File: src/rtl/smb_pkg.sv
`timescale 1ns/1ps
package smb_pkg;
  typedef enum logic [1:0] {EN_IDLE, EN_START, EN_BYTE, EN_STOP} eng_state_t;
  typedef enum logic [1:0] {BK_ADDR, BK_CMD, BK_ADDR2, BK_DATA} byte_kind_t;

  localparam logic [7:0] OFF_CTRL = 8'h00;
  localparam logic [7:0] OFF_TADR = 8'h02;
  localparam logic [7:0] OFF_MODE = 8'h04;
  localparam logic [7:0] OFF_CMD  = 8'h06;
  localparam logic [7:0] OFF_DATA = 8'h46;

  // Length code to payload byte count.
  function automatic logic [5:0] len_bytes(input logic [1:0] code);
    case (code)
      2'b00:   len_bytes = 6'd1;
      2'b01:   len_bytes = 6'd8;
      2'b10:   len_bytes = 6'd16;
      default: len_bytes = 6'd32;
    endcase
  endfunction
endpackage

File: src/rtl/smb_clk_tick.sv
`timescale 1ns/1ps
module smb_clk_tick #(
  parameter int QDIV_STD  = 500,
  parameter int QDIV_FAST = 125
) (
  input  logic clk,
  input  logic rst_n,
  input  logic clr,
  input  logic fast,
  output logic tick
);
  localparam int QMAX = (QDIV_STD > QDIV_FAST) ? QDIV_STD : QDIV_FAST;
  localparam int CW   = $clog2(QMAX + 1);
  localparam logic [CW-1:0] LIM_S = CW'(QDIV_STD - 1);
  localparam logic [CW-1:0] LIM_F = CW'(QDIV_FAST - 1);

  logic [CW-1:0] cnt;

  assign tick = (cnt == (fast ? LIM_F : LIM_S));

  always_ff @(posedge clk or negedge rst_n) begin
    if (!rst_n)            cnt <= '0;
    else if (clr || tick)  cnt <= '0;
    else                   cnt <= cnt + 1'b1;
  end
endmodule

File: src/rtl/smb_word_buf.sv
`timescale 1ns/1ps
module smb_word_buf #(
  parameter int WORDS = 16,
  localparam int WIW  = $clog2(WORDS),
  localparam int BIW  = WIW + 1
) (
  input  logic           clk,
  input  logic           rst_n,
  input  logic           h_we,
  input  logic [WIW-1:0] h_idx,
  input  logic [15:0]    h_wdata,
  output logic [15:0]    h_rdata,
  input  logic [BIW-1:0] b_idx,
  input  logic           b_we,
  input  logic [7:0]     b_wdata,
  output logic [7:0]     b_rdata
);
  logic [15:0] mem [WORDS];
  logic [WIW-1:0] b_word;

  assign b_word  = b_idx[BIW-1:1];
  assign h_rdata = mem[h_idx];
  // Even byte index lives in the upper half.
  assign b_rdata = b_idx[0] ? mem[b_word][7:0] : mem[b_word][15:8];

  always_ff @(posedge clk or negedge rst_n) begin
    if (!rst_n) begin
      for (int i = 0; i < WORDS; i++) mem[i] <= '0;
    end else if (b_we) begin
      if (b_idx[0]) mem[b_word][7:0]  <= b_wdata;
      else          mem[b_word][15:8] <= b_wdata;
    end else if (h_we) begin
      mem[h_idx] <= h_wdata;
    end
  end
endmodule

File: src/rtl/smb_bit_engine.sv
`timescale 1ns/1ps
module smb_bit_engine
  import smb_pkg::*;
#(
  parameter int IDXW = 5
) (
  input  logic            clk,
  input  logic            rst_n,
  input  logic            srst,
  input  logic            tick,
  input  logic            go,
  input  logic            rd,
  input  logic [7:0]      adr_byte,
  input  logic [7:0]      cmd,
  input  logic [IDXW:0]   nbytes,
  input  logic [7:0]      tx_byte,
  input  logic            sda_in,
  output logic [IDXW-1:0] bidx,
  output logic            rx_we,
  output logic [7:0]      rx_byte,
  output logic            scl_oe,
  output logic            sda_oe,
  output logic            busy,
  output logic            in_byte,
  output logic            done,
  output logic            nack
);
  eng_state_t      st;
  byte_kind_t      kind;
  logic [1:0]      ph;
  logic [3:0]      bitn;
  logic [7:0]      shf;
  logic [IDXW-1:0] idx;
  logic            rs, err_q;
  logic [7:0]      tx_cur;
  logic [2:0]      bsel;
  logic            rx_mode, last_byte, drive_low;

  assign rx_mode   = (kind == BK_DATA) && rd;
  assign last_byte = ({1'b0, idx} == nbytes - 1'b1);
  assign bsel      = 3'd7 - bitn[2:0];
  assign bidx      = idx;
  assign rx_byte   = shf;
  assign busy      = (st != EN_IDLE);
  assign in_byte   = (st == EN_BYTE);
  assign rx_we     = (st == EN_BYTE) && tick && (ph == 2'd3) && bitn[3] && rx_mode && !err_q;

  always_comb begin
    case (kind)
      BK_ADDR:  tx_cur = {adr_byte[7:1], 1'b0};
      BK_CMD:   tx_cur = cmd;
      BK_ADDR2: tx_cur = adr_byte;
      default:  tx_cur = tx_byte;
    endcase
    if (bitn[3]) drive_low = rx_mode && !last_byte;
    else         drive_low = !rx_mode && !tx_cur[bsel];
    case (st)
      EN_START: begin scl_oe = (ph == 2'd0) ? rs : (ph == 2'd3); sda_oe = ph[1]; end
      EN_BYTE:  begin scl_oe = (ph == 2'd0) || (ph == 2'd3);     sda_oe = drive_low; end
      EN_STOP:  begin scl_oe = (ph == 2'd0);                     sda_oe = !ph[1]; end
      default:  begin scl_oe = 1'b0;                             sda_oe = 1'b0; end
    endcase
  end

  always_ff @(posedge clk or negedge rst_n) begin
    if (!rst_n) begin
      st <= EN_IDLE; kind <= BK_ADDR; ph <= '0; bitn <= '0; shf <= '0;
      idx <= '0; rs <= 1'b0; err_q <= 1'b0; done <= 1'b0; nack <= 1'b0;
    end else if (srst) begin
      st <= EN_IDLE; kind <= BK_ADDR; ph <= '0; bitn <= '0;
      idx <= '0; rs <= 1'b0; err_q <= 1'b0; done <= 1'b0; nack <= 1'b0;
    end else begin
      done <= 1'b0;
      nack <= 1'b0;
      if (st == EN_IDLE) begin
        if (go) begin
          st <= EN_START; ph <= '0; rs <= 1'b0; kind <= BK_ADDR;
          idx <= '0; err_q <= 1'b0;
        end
      end else if (tick) begin
        ph <= ph + 1'b1;
        case (st)
          EN_START: if (ph == 2'd3) begin st <= EN_BYTE; bitn <= '0; end
          EN_BYTE: begin
            if (ph == 2'd2) begin
              if (!bitn[3])              shf <= {shf[6:0], sda_in};
              else if (!rx_mode && sda_in) begin err_q <= 1'b1; nack <= 1'b1; end
            end
            if (ph == 2'd3) begin
              if (!bitn[3]) bitn <= bitn + 1'b1;
              else begin
                bitn <= '0;
                if (err_q) st <= EN_STOP;
                else case (kind)
                  BK_ADDR:  kind <= BK_CMD;
                  BK_CMD:   if (rd) begin st <= EN_START; rs <= 1'b1; kind <= BK_ADDR2; end
                            else kind <= BK_DATA;
                  BK_ADDR2: kind <= BK_DATA;
                  default:  if (last_byte) st <= EN_STOP; else idx <= idx + 1'b1;
                endcase
              end
            end
          end
          EN_STOP: if (ph == 2'd3) begin st <= EN_IDLE; done <= 1'b1; end
          default: st <= EN_IDLE;
        endcase
      end
    end
  end
endmodule

File: src/rtl/smb_block_master.sv
`timescale 1ns/1ps
module smb_block_master
  import smb_pkg::*;
#(
  parameter int CLK_HZ    = 200_000_000,
  parameter int STD_HZ    = 100_000,
  parameter int FAST_HZ   = 400_000,
  parameter int BUF_WORDS = 16
) (
  input  logic        clk,
  input  logic        rst_n,
  input  logic        reg_wr,
  input  logic [7:0]  reg_addr,
  input  logic [15:0] reg_wdata,
  output logic [15:0] reg_rdata,
  output logic        irq,
  output logic        scl_oe,
  output logic        sda_oe,
  input  logic        sda_in
);
  localparam int QDIV_STD  = CLK_HZ / (4 * STD_HZ);
  localparam int QDIV_FAST = CLK_HZ / (4 * FAST_HZ);
  localparam int WIW       = $clog2(BUF_WORDS);
  localparam int BIW       = WIW + 1;
  localparam int WIN_BYTES = 2 * BUF_WORDS;

  logic        ien, pend_q, ackerr_q, srst_q;
  logic [7:0]  tadr, cmd_q;
  logic [1:0]  len_code;
  logic        cap_q, xmode_q, fast_q;
  logic        ctrl_wr, go, in_data, in_cmd, tick;
  logic [7:0]  doff;
  logic [15:0] h_rdata;
  logic [BIW-1:0] bidx;
  logic        rx_we;
  logic [7:0]  rx_byte, tx_byte;
  logic        eng_busy, eng_in_byte, eng_done, eng_nack;

  assign ctrl_wr = reg_wr && (reg_addr == OFF_CTRL);
  assign go      = ctrl_wr && reg_wdata[0] && !eng_busy && !srst_q;
  assign doff    = reg_addr - OFF_DATA;
  assign in_data = (reg_addr >= OFF_DATA) && ({1'b0, reg_addr} < {1'b0, OFF_DATA} + 9'(WIN_BYTES));
  assign in_cmd  = (reg_addr >= OFF_CMD)  && ({1'b0, reg_addr} < {1'b0, OFF_CMD} + 9'(WIN_BYTES));
  assign irq     = pend_q && ien;

  always_ff @(posedge clk or negedge rst_n) begin
    if (!rst_n) begin
      ien <= 1'b0; pend_q <= 1'b0; ackerr_q <= 1'b0; srst_q <= 1'b0;
      tadr <= '0; cmd_q <= '0; len_code <= '0;
      cap_q <= 1'b0; xmode_q <= 1'b0; fast_q <= 1'b0;
    end else begin
      srst_q <= ctrl_wr && reg_wdata[4];
      if (ctrl_wr) ien <= reg_wdata[6];
      if (srst_q)                        pend_q <= 1'b0;
      else if (eng_done)                 pend_q <= 1'b1;
      else if (ctrl_wr && reg_wdata[1])  pend_q <= 1'b0;
      if (srst_q || go)                  ackerr_q <= 1'b0;
      else if (eng_nack)                 ackerr_q <= 1'b1;
      if (reg_wr && reg_addr == OFF_TADR) tadr <= reg_wdata[7:0];
      if (reg_wr && reg_addr == OFF_MODE) begin
        len_code <= reg_wdata[1:0]; cap_q <= reg_wdata[3];
        xmode_q  <= reg_wdata[4];   fast_q <= reg_wdata[7];
      end
      if (reg_wr && in_cmd) cmd_q <= reg_wdata[15:8];
    end
  end

  always_comb begin
    if (reg_addr == OFF_CTRL)      reg_rdata = {9'b0, ien, 2'b0, ackerr_q, eng_busy, pend_q, 1'b0};
    else if (reg_addr == OFF_TADR) reg_rdata = {8'b0, tadr};
    else if (reg_addr == OFF_MODE) reg_rdata = {8'b0, fast_q, 2'b0, xmode_q, cap_q, 1'b0, len_code};
    else if (in_cmd)               reg_rdata = {cmd_q, cmd_q};
    else if (in_data)              reg_rdata = h_rdata;
    else                           reg_rdata = '0;
  end

  smb_clk_tick #(.QDIV_STD(QDIV_STD), .QDIV_FAST(QDIV_FAST)) u_tick (
    .clk(clk), .rst_n(rst_n), .clr(!eng_busy), .fast(fast_q), .tick(tick)
  );

  smb_word_buf #(.WORDS(BUF_WORDS)) u_buf (
    .clk(clk), .rst_n(rst_n),
    .h_we(reg_wr && in_data), .h_idx(doff[WIW:1]), .h_wdata(reg_wdata), .h_rdata(h_rdata),
    .b_idx(bidx), .b_we(rx_we), .b_wdata(rx_byte), .b_rdata(tx_byte)
  );

  smb_bit_engine #(.IDXW(BIW)) u_eng (
    .clk(clk), .rst_n(rst_n), .srst(srst_q), .tick(tick), .go(go),
    .rd(tadr[0]), .adr_byte(tadr), .cmd(cmd_q), .nbytes(len_bytes(len_code)),
    .tx_byte(tx_byte), .sda_in(sda_in), .bidx(bidx), .rx_we(rx_we), .rx_byte(rx_byte),
    .scl_oe(scl_oe), .sda_oe(sda_oe), .busy(eng_busy), .in_byte(eng_in_byte),
    .done(eng_done), .nack(eng_nack)
  );
endmodule

File: config.mk
export PLATFORM = sky130hd
export DESIGN_NAME = smb_block_master
export DESIGN_NICKNAME = d
export VERILOG_FILES = /design/src/rtl/smb_pkg.sv /design/src/rtl/smb_clk_tick.sv /design/src/rtl/smb_word_buf.sv /design/src/rtl/smb_bit_engine.sv /design/src/rtl/smb_block_master.sv
export SDC_FILE = /design/constraint.sdc
export NUM_CORES = 1
export LEC_CHECK = 0
export BUFFER_PORTS_ARGS = -buffer_cell sky130_fd_sc_hd__buf_2
export CAP_MARGIN = 20
export CORE_MARGIN = 3
export CORE_UTILIZATION = 60
export CTS_BUF_LIST = sky130_fd_sc_hd__clkbuf_4 sky130_fd_sc_hd__clkbuf_8
export DETAILED_ROUTE_END_ITERATION = 10
export HOLD_SLACK_MARGIN = 0.02
export PLACE_DENSITY = 0.77
export RECOVER_POWER = 100
export REMOVE_ABC_BUFFERS = 1
export SYNTH_ARGS = -nofsm -noshare
export SYNTH_HDL_FRONTEND = slang
export SYNTH_HIERARCHICAL = 1
export SYNTH_SLANG_ARGS = --single-unit
File: constraint.sdc
create_clock -name clk -period 4 [get_ports clk]
set_input_delay 0.6 -clock clk [delete_from_list [all_inputs] [get_ports clk]]
set_output_delay 0.6 -clock clk [all_outputs]
set_load 0.01 [all_outputs]
Word level (Yosys, flattened, before mapping):

Cells that the tools add are included.
W data, S select, Z words.

* register bits after elaboration: 317
* bits of input ports: 28
* logic and storage cells: 261
* output and inout bits: 19

* add/subtract/negate cells: 7
* $lt $le $gt $ge: 9
* reduce and logical (&&, ||, !) cells: 64
* bitwise logic cells: 5
* mux-type cells: 111
* equality and inequality tests: 28

Operators by type and width (number)
* $bwmux W256: 3
* $mux W256: 3
* $demux W16 S4: 3
* $mux W16: 11
* $bmux W16 S4: 2
* $mux W5: 10
* $mux W2: 22
* $mux W1: 38
* $reduce_bool A3 Y1: 10
* $logic_and A1 B1 Y1: 24
* $mux W4: 6
* $pmux W8 S3: 1
* $mux W9: 2
* $pmux W6 S3: 1
* $mux W8: 2
* $ne A4 B2 Y1 const B: 4
* $reduce_and A8 Y1: 2
* $eq A2 B2 Y1 const B: 7
* $pmux W2 S3: 2
* $reduce_and A6 Y1: 2
* $ge A5 B5 Y1 const B: 2
* $lt A5 B1 Y1 const B: 2
* $not A4 Y5: 2
* $add A9 B1 Y9 const B: 1
* other kinds (40): 62

Depth between registers and ports, before layout:

Gate-level depths: netlist of run 1.

* word-level depth: 13
* depth in mapped cells: 14
* mapped depth without buffers: 13

Modules after synthesis:

Netlist of run 1, hierarchy kept.

By module, submodules not included
* smb_word_buf: area each 16433.3 um2, cells each 1267, seq. area each 6406.1 um2, instances 1
* smb_bit_engine: area each 1966.9 um2, cells each 201, seq. area each 675.6 um2, instances 1
* smb_block_master: area each 1519.0 um2, cells each 148, seq. area each 625.6 um2, instances 1
* smb_clk_tick: area each 451.7 um2, cells each 43, seq. area each 225.2 um2, instances 1

Worst setup path after synthesis of run 1:

OpenSTA, ideal clock, no wires.

* path kind: reg2out
* start point: reg u_eng.idx[1] (netlist: u_eng/bidx[1])
* end point: out sda_oe
* stages on the path, launching flop included: 10
* buffers on the path: 2
* data required time: 3400 ps
* data arrival time: 3082 ps
* setup slack: 318 ps
* path through: dfrtp_1 -> buf_6 -> buf_2 -> mux4_2 -> a311oi_1 -> a22oi_1 -> mux4_2 -> mux2_2 -> a211o_1 -> o21ai_0

* longest elaborated chain between the ends: 12
* elaborated cells on any way between the ends: 15
* those cells by class: eq/ne: 1; mux: 9; bitwise: 1; reduce/logical: 4

Ends and longest elaborated chain
* start, declared: line smb_bit_engine.sv:33 `logic [IDXW-1:0] idx;`
* start signal, assigned: line smb_bit_engine.sv:68 `idx <= '0; rs <= 1'b0; err_q <= 1'b0; done <= 1'b0; nack <= 1'b0;`
* start signal, assigned: line smb_bit_engine.sv:71 `idx <= '0; rs <= 1'b0; err_q <= 1'b0; done <= 1'b0; nack <= 1'b0;`
* start signal, assigned: line smb_bit_engine.sv:78 `idx <= '0; err_q <= 1'b0;`
* $not A4 Y5 (implied by the code): line smb_word_buf.sv:24 `assign b_rdata = b_idx[0] ? mem[b_word][7:0] : mem[b_word][15:8];`
* $bmux W16 S4: line smb_word_buf.sv:24
* $mux W16 (implied by the code) (2 in series): line smb_word_buf.sv:24
* $mux W8: line smb_word_buf.sv:24
* net tx_byte[5]: line smb_block_master.sv:36 `logic [7:0] rx_byte, tx_byte;`
* $pmux W8 S3: line smb_bit_engine.sv:49 `case (kind)`
* $bmux W1 S3: line smb_bit_engine.sv:56 `else drive_low = !rx_mode && !tx_cur[bsel];`
* $mux W1 (implied by the code): line smb_bit_engine.sv:56
* $logic_not A1 Y1: line smb_bit_engine.sv:56
* $logic_and A1 B1 Y1: line smb_bit_engine.sv:56
* $mux W1: line smb_bit_engine.sv:55 `if (bitn[3]) drive_low = rx_mode && !last_byte;`
* $pmux W1 S3: line smb_bit_engine.sv:57 `case (st)`
* end, declared: line smb_block_master.sv:18 `output logic sda_oe,`

The timed path passes the listed nets, and every way through them passes these cells. The select of a mux whose other input is x is not followed.

Worst setup path in the final report of run 1:

Ends and elaborated chain as after synthesis.

==> results of run 1 <==
[worst max-delay path, cell delays in order, from the launching register on]
cell and delay (ns):
dfrtp_4 0.54, buf_12 0.16, buf_16 0.13, mux4_2 0.43
a32o_2 0.31, nor4_4 0.25, a21oi_1 0.07, mux4_2 0.45
mux2_4 0.30, a211o_1 0.28, o21ai_2 0.13, buf_2 0.15
[through the flow]
stage          total power [mW]   util  setup TNS [ns]  instances
3_5_place_dp               6.14  0.643               0       2077
3_3_place_gp               6.06  0.643               0       2077
4_1_cts                    9.36  0.685          -0.414       2187
5_1_grt                    9.70  0.681          -56.12       2188
6_report                   9.42  0.681           -4.90       2189
2_1_floorplan              5.34      -         -411.02       1507
[power by group through the flow]
stage	registers [mW]	clock network [mW]	logic (mW)
floorplan	4.05	0	1.29
global placement	4.35	0	1.71
detailed placement	4.38	0	1.77
CTS	4.33	3.24	1.79
global route	4.41	3.38	1.91
finish	4.39	3.21	1.81
[final timing paths]
check	to	slack (ns)	start	cells after the start
hold reg to reg	cap_q	0.51	cap_q	1
setup / recovery	sda_oe	-0.44	u_eng/bidx[1]	11
max in group asynchronous	u_buf/mem[139]	0.40	rst_n	3
setup reg to reg	u_buf/mem[208]	-0.19	u_tick/cnt[3]	9
hold / removal	cmd_q[5]	0.22	reg_wdata[13]	2
min in group asynchronous	u_tick/cnt[0]	1.21	rst_n	2
[layout make-up]
cell class | count | area, µm²
diodes | 1 | 2.50
clock buffers | 92 | 1120
clock inverters | 7 | 63.8
fillers | 2344 | 10500
inverters | 20 | 77.6
multi-input cells | 1170 | 11700
flip-flops and latches | 317 | 7940
well taps | 442 | 553
repair buffers | 140 | 1080
[layout by cell type, fill, tap and decap left out, types with 7 or more instances in the layout]
cell      count
inv_1        19
a22oi_1      19
o22ai_1     265
mux2_2      250
mux4_2      127
and2_1        7
buf_4        68
nor2_1       37
nand2_2      12
a211oi_1      9
nor3_1       23
buf_12       10
mux2_1       39
a22o_1       12
clkbuf_8     69
nand2b_1     20
dfrtp_1     315
conb_1        7
ha_1         16
buf_2        40
o22ai_4      29
clkbuf_4     25
nor2b_1      19
nand2_1      47
clkbuf_1     10
mux2i_1      50
a21oi_1      24
nand3_1      20
o21ai_0      14
xnor2_1      14
[state kept, by name, summed over array words and instances (netlist names), 4 cells and up]
name	flops
cmd_q	8
tadr	8
u_buf/mem	256
u_eng/bidx	5
u_eng/bitn	4
u_eng/rx_byte	8
u_tick/cnt	9
[metal layers]
metal,share of wire,up-vias,global-route usage
li1,-,6702,-
met1,0.38,8637,0.512
met2,0.45,1362,0.577
met3,0.13,246,0.118
met4,0.039,2,0.137
met5,0.00018,-,0
[logic make-up (layout without fill, tap and decap cells)]
group | Yosys count | in the layout | synth area share
mux | 467 | 467 | 0.325
buf+inv | 178 | 259 | 0.0421
other cells | 1 | 8 | 0.000184
xor+xnor | 19 | 19 | 0.00885
fa+ha+maj | 17 | 17 | 0.0104
compound gates | 426 | 426 | 0.159
flops | 317 | 317 | 0.389
simple gates | 234 | 234 | 0.0644
[repair_timing]
action,CTS,global route
pin swaps,8,0
hold endpoints to repair,61,0
endpoints found under the setup margin,1,1
resized for setup,14,1
hold buffers,1,0
buffers inserted,8,1
gates cloned,2,0
==> metrics.txt, run 1 <==
outcome complete, but fails checks; failing checks capacitance limit, slew limit, setup timing; Comb pwr share 0.193; HPWL Detailed 48.9 mm; Slew Viols, Final 95; Synth top cells by count dfrtp_1 (317), o22ai_1 (265), mux2_2 (252), mux4_2 (127), clkbuf_1 (76); die footprint 36200 µm²; Mapped Cells 1659; RSZ-0062 raised after global routing true; critical path launch point type register; IO Pins 47; Pwr per Cell Area 419 nW/µm²; Yosys top cell area share 0.389; crit path DAT 3.84 ns; final worst path period need 4.44 ns; DRC 0; Hold WC Path Type input port to register; number of global-route vias before repair 17.0k; CTS Sinks 317; num rows 66; CTS tree built; total CTS buffers 56; vias per cell 7.74; DR vias 16.9k; worst-skew pair later-pin latency 0.66 ns; async set or reset register ratio after synthesis 1.00; design area 22500 µm²; DRT Pass-1 Iters 7; nets 1750; drt total wl 67.9 mm; clock share of power 0.341; placed inst area 21200 µm²; grt ovf 0; Period Utilization, post-route 1.11; gpl congestion 1.06; max-cap check violation count 1; yosys warns 6; Max-Slew Margin vs Limit -0.622; Switching Fraction 0.302; final worst setup slack -0.442 ns; Starting Density 0.617; chip width 190 µm; Placeable Area 33000 µm²; ys flop type dfrtp_1; Detailed Route Iter0 Violations 2596; top-count cell post-synth dfrtp_1; CTS H-tree lvls 2; Worst Tran Pin Value 2.43 ns; Clock Tree Root clkbuf_8; Setup Skew 0.0357 ns; Clock Path Buffers 3; Lkg Pwr 7.35 nW; first-pass GRT wire length 104 mm; Avg Inst Size Synth 12.3 µm²; hold slack final 0.222 ns; Global Route Usage Sum 0.377; antenna-violating nets left 0; DR WL/cell 31.0 µm; Area Growth Syn to Fin 10.4%; peak supply drop 0.329 mV; pre-CTS WS 0.0402 ns; synthesized flop and latch total 317; Fin. Hold Viols 0; Critical Path Fanout Max 8; critical path capture point type output port; Post-synth EDFFs 0; sequential power share 0.466; Worst Path Required 3.40 ns; Clk pin slew, worst setup/hold paths 0.06 ns; sequential area share after synthesis 0.389; cell taking the most area after synthesis dfrtp_1; share of cells above drive strength 1 0.394; Fmax 225 MHz; Pint 6.57 mW; sw power 2.85 mW; synth top area cells dfrtp_1 (39%), mux4_2 (14%), mux2_2 (14%); post-synth cell types 81; Syn Std Cell Area 20400 µm²; CP Class register to output port; initial antenna violation count 2; chip height 190 µm; final setup fails 113; port bufs 46; largest net degree at the start of global routing 95
Note: power is estimated with default switching activity, not from simulation.
==> run 2, diff against run 1 <==
Settings changed: CAP_MARGIN 20 to 10, CTS_BUF_LIST sky130_fd_sc_hd__clkbuf_4 sky130_fd_sc_hd__clkbuf_8 to sky130_fd_sc_hd__clkbuf_8.
==> run 2 against run 1 <==
  * Final cell count stayed put
  * Count of clock-buffer cells in the layout is 23 lower
  * The run still ends with capacitance limit, slew limit, setup timing left
  * Die area stayed put
  * Critical path type unchanged
  * Global-route usage is 0.17 points higher
  * Combinational power hardly changed
  * Largest power group unchanged
  * Clock skew is 0.0021 ns lower
  * Register-to-register slack hardly changed
==> metrics.txt, run 2 (synthesis gave the netlist of run 1 again) <==
design area 22400 µm² (-0.40%); Max-Slew Margin vs Limit -0.648 (-0.0264); crit-path max cell delay 0.51 ns (-0.03 ns); Worst Path Required 3.40 ns (about the same); final worst setup slack -0.439 ns (+0.00238 ns); Critical Path Slowest Stage Cell mux4_2; Worst R2R Start u_tick/cnt[3]; Comb pwr share 0.197 (+0.004); Switching Fraction 0.309 (+0.00707); CP Launch Point u_eng/bidx[1]; final setup fails 111 (-1.8%); gpl congestion 1.06 (unchanged); chip height 190 µm (unchanged); Worst Tran Pin Value 2.47 ns (+0.0396 ns); initial antenna violation count 1 (-1); grt ovf 0 (unchanged); first-pass GRT wire length 105 mm (+0.48%); Hold WC Path Type input port to register; Global Route Usage Sum 0.379 (+0.00175); Pint 6.36 mW (-3.3%); DR WL/cell 31.1 µm (+0.19%); DRT Pass-1 Iters 8 (+1); total CTS buffers 56 (unchanged); placed inst area 21200 µm² (unchanged); outcome complete, but fails checks; Reg with most FFs u_buf/mem; CTS tree built; nets 1750 (unchanged); Clock Tree Root clkbuf_8; critical path launch point type register; critical path, cell by cell buf_12 > buf_12 > mux4_2 > a32o_2 > nor4_4 > a21oi_1 > mux4_2 > mux2_4 > a211o_1 > o21ai_2 > buf_2; worst path bufs/invs 3 (unchanged); sequential power share 0.477 (+0.011); die footprint 36200 µm² (unchanged); Final TNS setup -4.18 ns (+0.713 ns); CTS Sinks 317 (unchanged); commonest non-fill, non-tap cell in the layout dfrtp_1; fill count 2371 (+1.2%); RSZ-0062 raised after global routing true; antenna-violating nets left 0 (unchanged); sw power 2.85 mW (about the same); worst-skew pair later-pin latency 0.66 ns (about the same); vias per cell 7.75 (+0.12%); peak supply drop 0.296 mV (-10%); Pwr per Cell Area 411 nW/µm² (-1.9%); largest delay contributor family on the critical path multiplexers; port bufs 46 (unchanged); final worst path period need 4.44 ns (-0.00238 ns); DRC 0 (unchanged); CTS H-tree lvls 2 (unchanged); Setup Skew 0.0336 ns (-0.00209 ns); largest net degree at the start of global routing 95 (unchanged); pre-CTS WS 0.0402 ns (unchanged); crit path DAT 3.84 ns (about the same); chip width 190 µm (unchanged); Clk pin slew, worst setup/hold paths 0.06 ns (about the same); Detailed Route Iter0 Violations 2660 (+2.5%); Fin. Hold Viols 0 (unchanged); num rows 66 (unchanged); number of global-route vias before repair 17.0k (+0.029%); Placeable Area 33000 µm² (unchanged); worst hold path startpoint reg_wdata[13]; Period Utilization, post-route 1.11 (about the same); Lkg Pwr 7.36 nW (+0.18%); Clock Path Buffers 3 (unchanged); Starting Density 0.617 (unchanged); critical path capture point type output port; failing checks capacitance limit, slew limit, setup timing; share of cells above drive strength 1 0.380 (-0.0143); CP Class register to output port; Fmax 225 MHz (about the same); IO Pins 47 (unchanged); most frequent cells in the layout dfrtp_1 (315), o22ai_1 (265), mux2_2 (250); Largest register FFs 256 (unchanged); Area Growth Syn to Fin 9.95%; DR vias 17.0k (+0.12%); clock share of power 0.326 (-0.015); biggest regs u_buf/mem: 256 flops, u_tick/cnt: 9 flops; drt total wl 68.0 mm (+0.19%); HPWL Detailed 48.9 mm (unchanged); max-cap check violation count 1 (unchanged); Critical Path Fanout Max 8 (unchanged); Slew Viols, Final 95 (unchanged)
-- run 2: cell count changes in the layout (fill, tap and decap cells not counted), sizes merged --
cell	change
clkbuf	-23
inv	+23
-- run 2: power by group through the flow --
stage	sequential [mW]	clock (mW)	combinational (mW)
floorplan	4.05	0	1.29
global placement	4.35	0	1.71
detailed placement	4.38	0	1.77
CTS	4.33	3.03	1.79
global route	4.41	3.17	1.91
finish	4.39	3.00	1.82
-- run 2: area by class of cell --
cell class                      count  area (µm²)  share of cell area
Antenna cell                        1        2.50            0.000112
Clock buffer                       69         950              0.0424
Clock inverter                     30         150             0.00670
Inverter                           20        77.6             0.00346
Multi-Input combinational cell   1170       11600               0.520
Sequential cell                   317        7940               0.355
Tap cell                          442         553              0.0247
Timing Repair Buffer              140        1070              0.0480
-- run 2: worst paths after layout --
check | cells after the start | to | slack (ns)
setup / recovery | 11 | sda_oe | -0.44
hold / removal | 2 | cmd_q[5] | 0.22
setup reg to reg | 9 | u_buf/mem[212] | -0.18
hold reg to reg | 1 | cap_q | 0.52
max in group asynchronous | 3 | u_buf/mem[202] | 0.36
min in group asynchronous | 2 | u_tick/cnt[0] | 1.22
-- run 2: per-layer routing --
| layer | vias up | GRT usage | part of all wire |
|---|---|---|---|
| li1 | 6701 | - | - |
| met2 | 1401 | 0.578 | 0.45 |
| met4 | 2 | 0.139 | 0.041 |
| met3 | 268 | 0.117 | 0.13 |
| met5 | - | 0 | 0.00018 |
| met1 | 8598 | 0.516 | 0.38 |
-- run 2: per-stage QoR --
stage | hold slack [ns] | instances | util | total power [mW]
floorplan | 0.304 | 1507 | - | 5.34
global placement | 0.488 | 2077 | 0.643 | 6.06
detailed placement | 0.501 | 2077 | 0.643 | 6.14
CTS | 0.183 | 2187 | 0.682 | 9.15
global route | 0.215 | 2188 | 0.678 | 9.49
finish | 0.221 | 2189 | 0.678 | 9.21
-- run 2: what timing repair did --
action	4_1_cts	5_1_grt
buffers inserted	8	1
gates cloned	2	0
hold endpoints to repair	61	0
setup endpoints to repair	1	1
pin swaps	8	0
gates resized for setup	14	1
hold buffers	1	0
